[src/rtl/clkdist_pkg.sv]
// Package: shared types for the synchronized clock distribution block.
// Assumes the sync-control register keeps the bit order the bench and
// software rely on (direct, freq enable, phase enable, pin enable, select).
package clkdist_pkg;

    localparam int MF_SEL_W = 3;
    localparam int NUM_MF   = 1 << MF_SEL_W;

    typedef enum logic [2:0] {
        MODE_CMOS_BOTH = 3'b000,
        MODE_CMOS_P    = 3'b001,
        MODE_CMOS_N    = 3'b010,
        MODE_OFF       = 3'b011,
        MODE_DIFF_A    = 3'b100,
        MODE_DIFF_B    = 3'b101,
        MODE_RSV6      = 3'b110,
        MODE_RSV7      = 3'b111
    } out_mode_e;

    typedef struct packed {
        logic      cmos_flip;
        logic      pol_inv;
        out_mode_e mode;
    } ch_ctrl_t;

    typedef struct packed {
        logic [MF_SEL_W-1:0] pin_sel;
        logic                pin_en;
        logic                auto_phase_en;
        logic                auto_freq_en;
        logic                direct;
    } sync_ctrl_t;

    localparam int CTRL_W = $bits(ch_ctrl_t);
    localparam int SCTL_W = $bits(sync_ctrl_t);

endpackage

[src/rtl/clkdist_regs.sv]
// Module: register file for ratios, channel controls and sync control.
// Assumes write data is at least as wide as the widest control field.
// Map: 0..NUM_CH-1 ratios, NUM_CH..2*NUM_CH-1 controls, 2*NUM_CH sync.
module clkdist_regs
    import clkdist_pkg::*;
#(
    parameter int NUM_CH = 4,
    parameter int DIV_W  = 10,
    parameter int ADDR_W = 4
) (
    input  logic                          clk,
    input  logic                          rst_n,
    input  logic                          cfg_we,
    input  logic [ADDR_W-1:0]             cfg_addr,
    input  logic [DIV_W-1:0]              cfg_wdata,
    output logic [NUM_CH-1:0][DIV_W-1:0]  ratio_cfg,
    output ch_ctrl_t [NUM_CH-1:0]         ch_ctrl,
    output sync_ctrl_t                    sync_ctrl
);

    localparam int CTRL_BASE = NUM_CH;
    localparam int SYNC_ADDR = 2 * NUM_CH;

    for (genvar i = 0; i < NUM_CH; i++) begin : g_ch_regs
        // Holds the divide ratio of channel i.
        always_ff @(posedge clk) begin
            if (!rst_n)
                ratio_cfg[i] <= '0;
            else if (cfg_we && cfg_addr == ADDR_W'(i))
                ratio_cfg[i] <= cfg_wdata;
        end

        // Holds the mode, polarity and phase-flip bits of channel i.
        always_ff @(posedge clk) begin
            if (!rst_n)
                ch_ctrl[i] <= '0;
            else if (cfg_we && cfg_addr == ADDR_W'(CTRL_BASE + i))
                ch_ctrl[i] <= ch_ctrl_t'(cfg_wdata[CTRL_W-1:0]);
        end
    end

    // Holds the sync-source control fields.
    always_ff @(posedge clk) begin
        if (!rst_n)
            sync_ctrl <= '0;
        else if (cfg_we && cfg_addr == ADDR_W'(SYNC_ADDR))
            sync_ctrl <= sync_ctrl_t'(cfg_wdata[SCTL_W-1:0]);
    end

endmodule

[src/rtl/clkdist_sync_ctrl.sv]
// Module: merges the four sync sources into one registered hold signal.
// Assumes lock inputs are synchronous to clk; multifunction pins are not
// and pass through two flops before the falling-edge detector.
module clkdist_sync_ctrl
    import clkdist_pkg::*;
(
    input  logic              clk,
    input  logic              rst_n,
    input  sync_ctrl_t        sync_ctrl,
    input  logic              lock_freq,
    input  logic              lock_phase,
    input  logic [NUM_MF-1:0] mf_pin,
    input  logic              cfg_load_sync,
    output logic              sync_hold
);

    logic [NUM_MF-1:0] pin_m1, pin_m2, pin_prev;
    logic              lf_q, lp_q;
    logic              auto_hit, pin_hit, sync_req;

    // Two-flop synchronizer plus one history stage for every pin.
    always_ff @(posedge clk) begin
        if (!rst_n) begin
            pin_m1   <= '1;
            pin_m2   <= '1;
            pin_prev <= '1;
        end else begin
            pin_m1   <= mf_pin;
            pin_m2   <= pin_m1;
            pin_prev <= pin_m2;
        end
    end

    // Remembers last lock levels for rising-edge detection.
    always_ff @(posedge clk) begin
        if (!rst_n) begin
            lf_q <= 1'b0;
            lp_q <= 1'b0;
        end else begin
            lf_q <= lock_freq;
            lp_q <= lock_phase;
        end
    end

    // Combines every enabled source into one request.
    always_comb begin
        auto_hit = (sync_ctrl.auto_freq_en  & lock_freq  & ~lf_q)
                 | (sync_ctrl.auto_phase_en & lock_phase & ~lp_q);
        pin_hit  = sync_ctrl.pin_en & pin_prev[sync_ctrl.pin_sel]
                 & ~pin_m2[sync_ctrl.pin_sel];
        sync_req = sync_ctrl.direct | auto_hit | pin_hit | cfg_load_sync;
    end

    // Registers the request so every divider sees one clean hold.
    always_ff @(posedge clk) begin
        if (!rst_n)
            sync_hold <= 1'b0;
        else
            sync_hold <= sync_req;
    end

endmodule

[src/rtl/clkdist_divider.sv]
// Module: one channel integer divider with restart-on-hold.
// Assumes the hold is common to all channels; the ratio is captured only
// while held, so a running channel never changes period mid-cycle.
module clkdist_divider #(
    parameter int DIV_W = 10
) (
    input  logic             clk,
    input  logic             rst_n,
    input  logic             hold,
    input  logic [DIV_W-1:0] ratio_cfg,
    output logic             wave,
    output logic [DIV_W-1:0] cnt,
    output logic [DIV_W-1:0] ratio_act
);

    localparam int CW = DIV_W + 1;

    logic [DIV_W-1:0] wrap_at;
    logic [CW-1:0]    hi_len;

    // Derives the last count value and the high-phase length.
    always_comb begin
        wrap_at = (ratio_act == '0) ? '0 : ratio_act - 1'b1;
        hi_len  = (ratio_act == '0) ? CW'(1)
                                    : ({1'b0, ratio_act} + CW'(1)) >> 1;
    end

    // Counts through one output period, or clears and reloads while held.
    always_ff @(posedge clk) begin
        if (!rst_n) begin
            cnt       <= '0;
            wave      <= 1'b0;
            ratio_act <= '0;
        end else if (hold) begin
            cnt       <= '0;
            wave      <= 1'b0;
            ratio_act <= ratio_cfg;
        end else begin
            wave <= ({1'b0, cnt} < hi_len);
            cnt  <= (cnt == wrap_at) ? '0 : cnt + 1'b1;
        end
    end

endmodule

[src/rtl/clkdist_pin_map.sv]
// Module: maps one divided waveform to pin values and enables.
// Assumes a pin whose enable is low in a single-ended mode reads 0.
module clkdist_pin_map
    import clkdist_pkg::*;
(
    input  logic     wave,
    input  ch_ctrl_t ctrl,
    output logic     pin_p,
    output logic     pin_n,
    output logic     en_p,
    output logic     en_n
);

    logic lvl, cmos_n;

    // Applies polarity, phase flip and the mode table.
    always_comb begin
        lvl    = wave ^ ctrl.pol_inv;
        cmos_n = ctrl.cmos_flip ? ~lvl : lvl;
        unique case (ctrl.mode)
            MODE_CMOS_BOTH: begin
                pin_p = lvl;  pin_n = cmos_n; en_p = 1'b1; en_n = 1'b1;
            end
            MODE_CMOS_P: begin
                pin_p = lvl;  pin_n = 1'b0;   en_p = 1'b1; en_n = 1'b0;
            end
            MODE_CMOS_N: begin
                pin_p = 1'b0; pin_n = cmos_n; en_p = 1'b0; en_n = 1'b1;
            end
            MODE_DIFF_A, MODE_DIFF_B: begin
                pin_p = lvl;  pin_n = ~lvl;   en_p = 1'b1; en_n = 1'b1;
            end
            default: begin
                pin_p = lvl;  pin_n = ~lvl;   en_p = 1'b0; en_n = 1'b0;
            end
        endcase
    end

endmodule

[src/rtl/clkdist_fanout.sv]
// Module: top of the synchronized clock distribution block.
// Assumes DIV_W >= the control and sync field widths (write data is DIV_W).
module clkdist_fanout
    import clkdist_pkg::*;
#(
    parameter int NUM_CH = 4,
    parameter int DIV_W  = 10,
    parameter int ADDR_W = 4
) (
    input  logic              clk,
    input  logic              rst_n,
    input  logic              cfg_we,
    input  logic [ADDR_W-1:0] cfg_addr,
    input  logic [DIV_W-1:0]  cfg_wdata,
    input  logic              lock_freq_i,
    input  logic              lock_phase_i,
    input  logic [NUM_MF-1:0] mf_pin_i,
    input  logic              cfg_load_sync_i,
    output logic [NUM_CH-1:0] out_p_o,
    output logic [NUM_CH-1:0] out_n_o,
    output logic [NUM_CH-1:0] oe_p_o,
    output logic [NUM_CH-1:0] oe_n_o
);

    logic [NUM_CH-1:0][DIV_W-1:0] ratio_cfg;
    logic [NUM_CH-1:0][DIV_W-1:0] div_cnt;
    logic [NUM_CH-1:0][DIV_W-1:0] div_ratio;
    ch_ctrl_t [NUM_CH-1:0]        ch_ctrl;
    sync_ctrl_t                   sync_ctrl;
    logic                         sync_hold;
    logic [NUM_CH-1:0]            wave;

    clkdist_regs #(
        .NUM_CH (NUM_CH),
        .DIV_W  (DIV_W),
        .ADDR_W (ADDR_W)
    ) u_regs (
        .clk       (clk),
        .rst_n     (rst_n),
        .cfg_we    (cfg_we),
        .cfg_addr  (cfg_addr),
        .cfg_wdata (cfg_wdata),
        .ratio_cfg (ratio_cfg),
        .ch_ctrl   (ch_ctrl),
        .sync_ctrl (sync_ctrl)
    );

    clkdist_sync_ctrl u_sync (
        .clk           (clk),
        .rst_n         (rst_n),
        .sync_ctrl     (sync_ctrl),
        .lock_freq     (lock_freq_i),
        .lock_phase    (lock_phase_i),
        .mf_pin        (mf_pin_i),
        .cfg_load_sync (cfg_load_sync_i),
        .sync_hold     (sync_hold)
    );

    for (genvar i = 0; i < NUM_CH; i++) begin : g_chan
        clkdist_divider #(
            .DIV_W (DIV_W)
        ) u_div (
            .clk       (clk),
            .rst_n     (rst_n),
            .hold      (sync_hold),
            .ratio_cfg (ratio_cfg[i]),
            .wave      (wave[i]),
            .cnt       (div_cnt[i]),
            .ratio_act (div_ratio[i])
        );

        clkdist_pin_map u_map (
            .wave  (wave[i]),
            .ctrl  (ch_ctrl[i]),
            .pin_p (out_p_o[i]),
            .pin_n (out_n_o[i]),
            .en_p  (oe_p_o[i]),
            .en_n  (oe_n_o[i])
        );
    end

endmodule

[config.mk]
export PLATFORM = sky130hd
export DESIGN_NAME = clkdist_fanout
export DESIGN_NICKNAME = d
export VERILOG_FILES = /design/src/rtl/clkdist_pkg.sv /design/src/rtl/clkdist_regs.sv /design/src/rtl/clkdist_sync_ctrl.sv /design/src/rtl/clkdist_divider.sv /design/src/rtl/clkdist_pin_map.sv /design/src/rtl/clkdist_fanout.sv
export SDC_FILE = /design/constraint.sdc
export NUM_CORES = 1
export LEC_CHECK = 0
export ABC_AREA = 1
export CORE_MARGIN = 5
export CORE_UTILIZATION = 40
export CTS_BUF_LIST = sky130_fd_sc_hd__clkbuf_16
export DETAILED_ROUTE_END_ITERATION = 16
export DONT_BUFFER_PORTS = 1
export SYNTH_ARGS = -nofsm -noshare
export SYNTH_HDL_FRONTEND = slang
export SYNTH_SLANG_ARGS = --single-unit
export TNS_END_PERCENT = 100
[constraint.sdc]
create_clock -name clk -period 3.95 [get_ports clk]
set_input_delay 0 -clock clk [delete_from_list [all_inputs] [get_ports clk]]
set_output_delay 0 -clock clk [all_outputs]
set_load 0.005 [all_outputs]
==> flow_summary.yaml <==
die:
  die_area_um2: 27400
  start_util: 0.402
  die-height_um: 166
  rows: 57
  io_pins: 44
  die_w_um: 166
  fp.coreArea_um2: 24100
logic_synthesis:
  synthCells: 1376
  synth_area_leaders: "dfxtp_1 37%, nor2_1 8.0%, nand2_1 7.8%"
  synth.most_common_cell: "nor2_1"
  synth.distinct_cells: 33
  synthesis.area_um2: 9690
  yosys.area.top_type: "dfxtp_1"
  syn_nets: 1456
  yosysTopAreaCellShare: 0.368
  postSynth.asyncResetShare: 0
  syn_avg_cell_area_um2: 7.04
  synth_commonest_cells: "206 x nor2_1, 201 x nand2_1, 178 x dfxtp_1"
  yosys_warnings: 0
  synth_edf_count: 0
  synth-seq-area-share: 0.368
  synth_seq_cells: 178
  synthFlopType: "dfxtp_1"
cells_and_area:
  regArea_um2: 3560
  synthToLayoutAreaGrowth_pct: 10.9
  post-route-util: 0.445
  fin_cells: 1707
  final_nets: 1449
  final_area_um2: 10700
  drive_above_1_share: 0.0550
  fillers: 2515
  multi_input_comb_area_um2: 5180
timing:
  relSlewSlack: 0.525
  setup_tns_ns: 0
  layout_setup_ws_ns: 1.66
  slew_violations: 0
  rsz0062_at_grt: "false"
  hold_slack_ns: 0.0205
  min_period_over_period: 0.580
  finClkSkew_ns: 0.0143
  period_needed_ns: 2.29
  worst_pin_slew_ns: 0.712
  hold_viol: 0
  setup_violations: 0
  fmax_mhz: 437
clocking:
  htree_levels: 4
  cts_root_buf: "clkbuf_16"
  clkTransAtPathRegs_ns: 0.08
  cts_inserted_buffers: 17
  clock_sinks: 178
  clk_latency_ns: 0.44
  cts_buffer_depth: 2
  cts_tree: "yes"
grt:
  overflow: 0
  grt_pass1_wl_um: 37600
  track_usage: 0.161
  grt_max_degree: 119
  grt_pass1_vias: 7799
  antenna_found_initial: 5
detailed_routing:
  drt-wirelength-per-cell_um: 12.9
  wl_um: 22000
  drt.antenna.violating_nets: 0
  firstDrtPassIters: 5
  drc: 0
  routed_via_density: 4.87
  dr.first_iter.drc_count: 520
  dr_total_vias: 8309
flow_run:
  cap_viol_max_count: 0
pwr:
  vdd_drop_max_mv: 0.245
  power-per-cell-area_nw_per_um2: 406
  p_leak_nw: 4.59
  total_power_mw: 4.36
hold_path:
  hold_end: "u_regs.ch_ctrl[13]"
  worstHoldStart: "cfg_addr[1]"
  hold_path.class: "in2reg"
  hold_path_depth: 6
setup_path:
  cp.required_ns: 4.33
  r2r_slack_ns: 1.66
  critical_path.cell_chain: "inv_1 > nor3_1 > nand2_1 > nor3_1 > inv_1 > o21ai_0 > nand2_1 > ha_1 > a21oi_1 > o21ai_0 > a21oi_1 > nor2_1 > nor2_1"
  crit_arrival_ns: 2.67
  worst_setup_path_end_kind: "flop"
  rr_endpoint: "g_chan[2].u_div.wave"
  startpoint_type: "flop"
  path_class: "reg2reg"
  cp_max_fo: 6
  r2r_cells: 13
  slowest_stage: "dfxtp_1"
  r2r_start: "g_chan[2].u_div.ratio_act[2]"
  cpPeakStageDelay_ns: 0.44
place:
  placed_area_um2: 9780
  dp_cells: 1641
  hpwl_um: 15900
  gp_congestion: 0.867
  numPortBuffers: 0
  pre_cts_ws_ns: 1.67
run_status:
  status: "finished, final reports clean"
[critical path: cells and delay by family, from the launching register on]
kind                       cells  cell delay (ns)
AOI/OAI and AO/OA              4             0.51
and+or+nand+nor                6             0.80
DFF                            1             0.44
adders and majority gates      1             0.28
buffers and inverters          2             0.19
[power breakdown]
group          internal [mW]  switching (mW)
clock                  0.864           0.854
combinational          0.261           0.454
sequential              1.86          0.0663
total                   2.99            1.37
[cells by family after synthesis]
logic type / Yosys count / synth area share
xor+xnor: 70 / 0.0633
compound gates: 234 / 0.125
flops: 178 / 0.368
simple gates: 618 / 0.279
fa+ha+maj: 52 / 0.0672
buf+inv: 224 / 0.0970
[how the worst max path moves through the flow]
stage / from / to / cells after the start
2_1_floorplan: g_chan[2].u_div.ratio_act[0] / g_chan[2].u_div.wave / 13
4_1_cts: g_chan[3].u_div.ratio_act[0] / g_chan[3].u_div.wave / 11
3_5_place_dp: g_chan[3].u_div.ratio_act[0] / g_chan[3].u_div.wave / 11
3_3_place_gp: g_chan[3].u_div.ratio_act[0] / g_chan[3].u_div.wave / 11
5_1_grt: g_chan[2].u_div.ratio_act[2] / g_chan[2].u_div.wave / 13
6_report: g_chan[2].u_div.ratio_act[2] / g_chan[2].u_div.wave / 13
[registers in the layout, indices dropped and copies added, names as in the netlist]
name                    count
u_regs.ratio_cfg           40
u_sync.pin_prev             8
u_sync.pin_m1               8
u_sync.sync_hold            1
g_chan.u_div.ratio_act     40
u_sync.pin_m2               8
g_chan.u_div.wave           4
u_sync.lp_q                 1
u_regs.sync_ctrl            7
u_regs.ch_ctrl             20
g_chan.u_div.cnt           40
u_sync.lf_q                 1
[area by class of cell]
| class | count | area share |
|---|---|---|
| timing repair buffer | 35 | 0.0338 |
| tap | 324 | 0.0378 |
| clock buffer | 17 | 0.0396 |
| clock inverter | 15 | 0.0171 |
| multi-input combinational | 974 | 0.483 |
| inverter | 163 | 0.0570 |
| antenna | 1 | 0.000233 |
| sequential | 178 | 0.332 |
[layer usage]
layer / up-vias / routed length, µm / GRT usage
met2: 125 / 10000 / 0.261
met4: 6 / 543 / 0.0556
met1: 3699 / 10500 / 0.214
met5: - / 26 / 0
met3: 38 / 858 / 0.0329
li1: 4441 / - / -
[timing repair]
item | in CTS | in global routing
hold endpoints to repair | 126 | 0
buffers inserted | 0 | 0
hold buffers | 33 | 0
gates resized for setup | 0 | 0
[layout by cell type (no fill, tap or decap)]
cell	count
nand4_1	30
inv_2	1
nor3b_1	2
nor4_1	2
or2_2	23
clkinv_8	5
nand2_2	6
nor3_1	16
nor2_1	206
a31oi_1	4
a21o_1	2
dfxtp_1	178
o21ai_0	133
ha_1	52
nor2_2	6
clkinv_4	2
xnor2_1	8
nand3_1	121
nor2_4	4
a211oi_1	4
a2111oi_0	1
inv_6	2
nand2_1	201
diode_2	1
inv_1	159
clkinv_1	3
o21a_1	2
o311ai_0	4
buf_16	1
a21oi_1	84
inv_8	6
buf_4	2
nand2_4	1
dlygate4sd3_1	32
xor2_1	62
clkbuf_16	17
No activity file was read; power rests on OpenSTA's default activity.
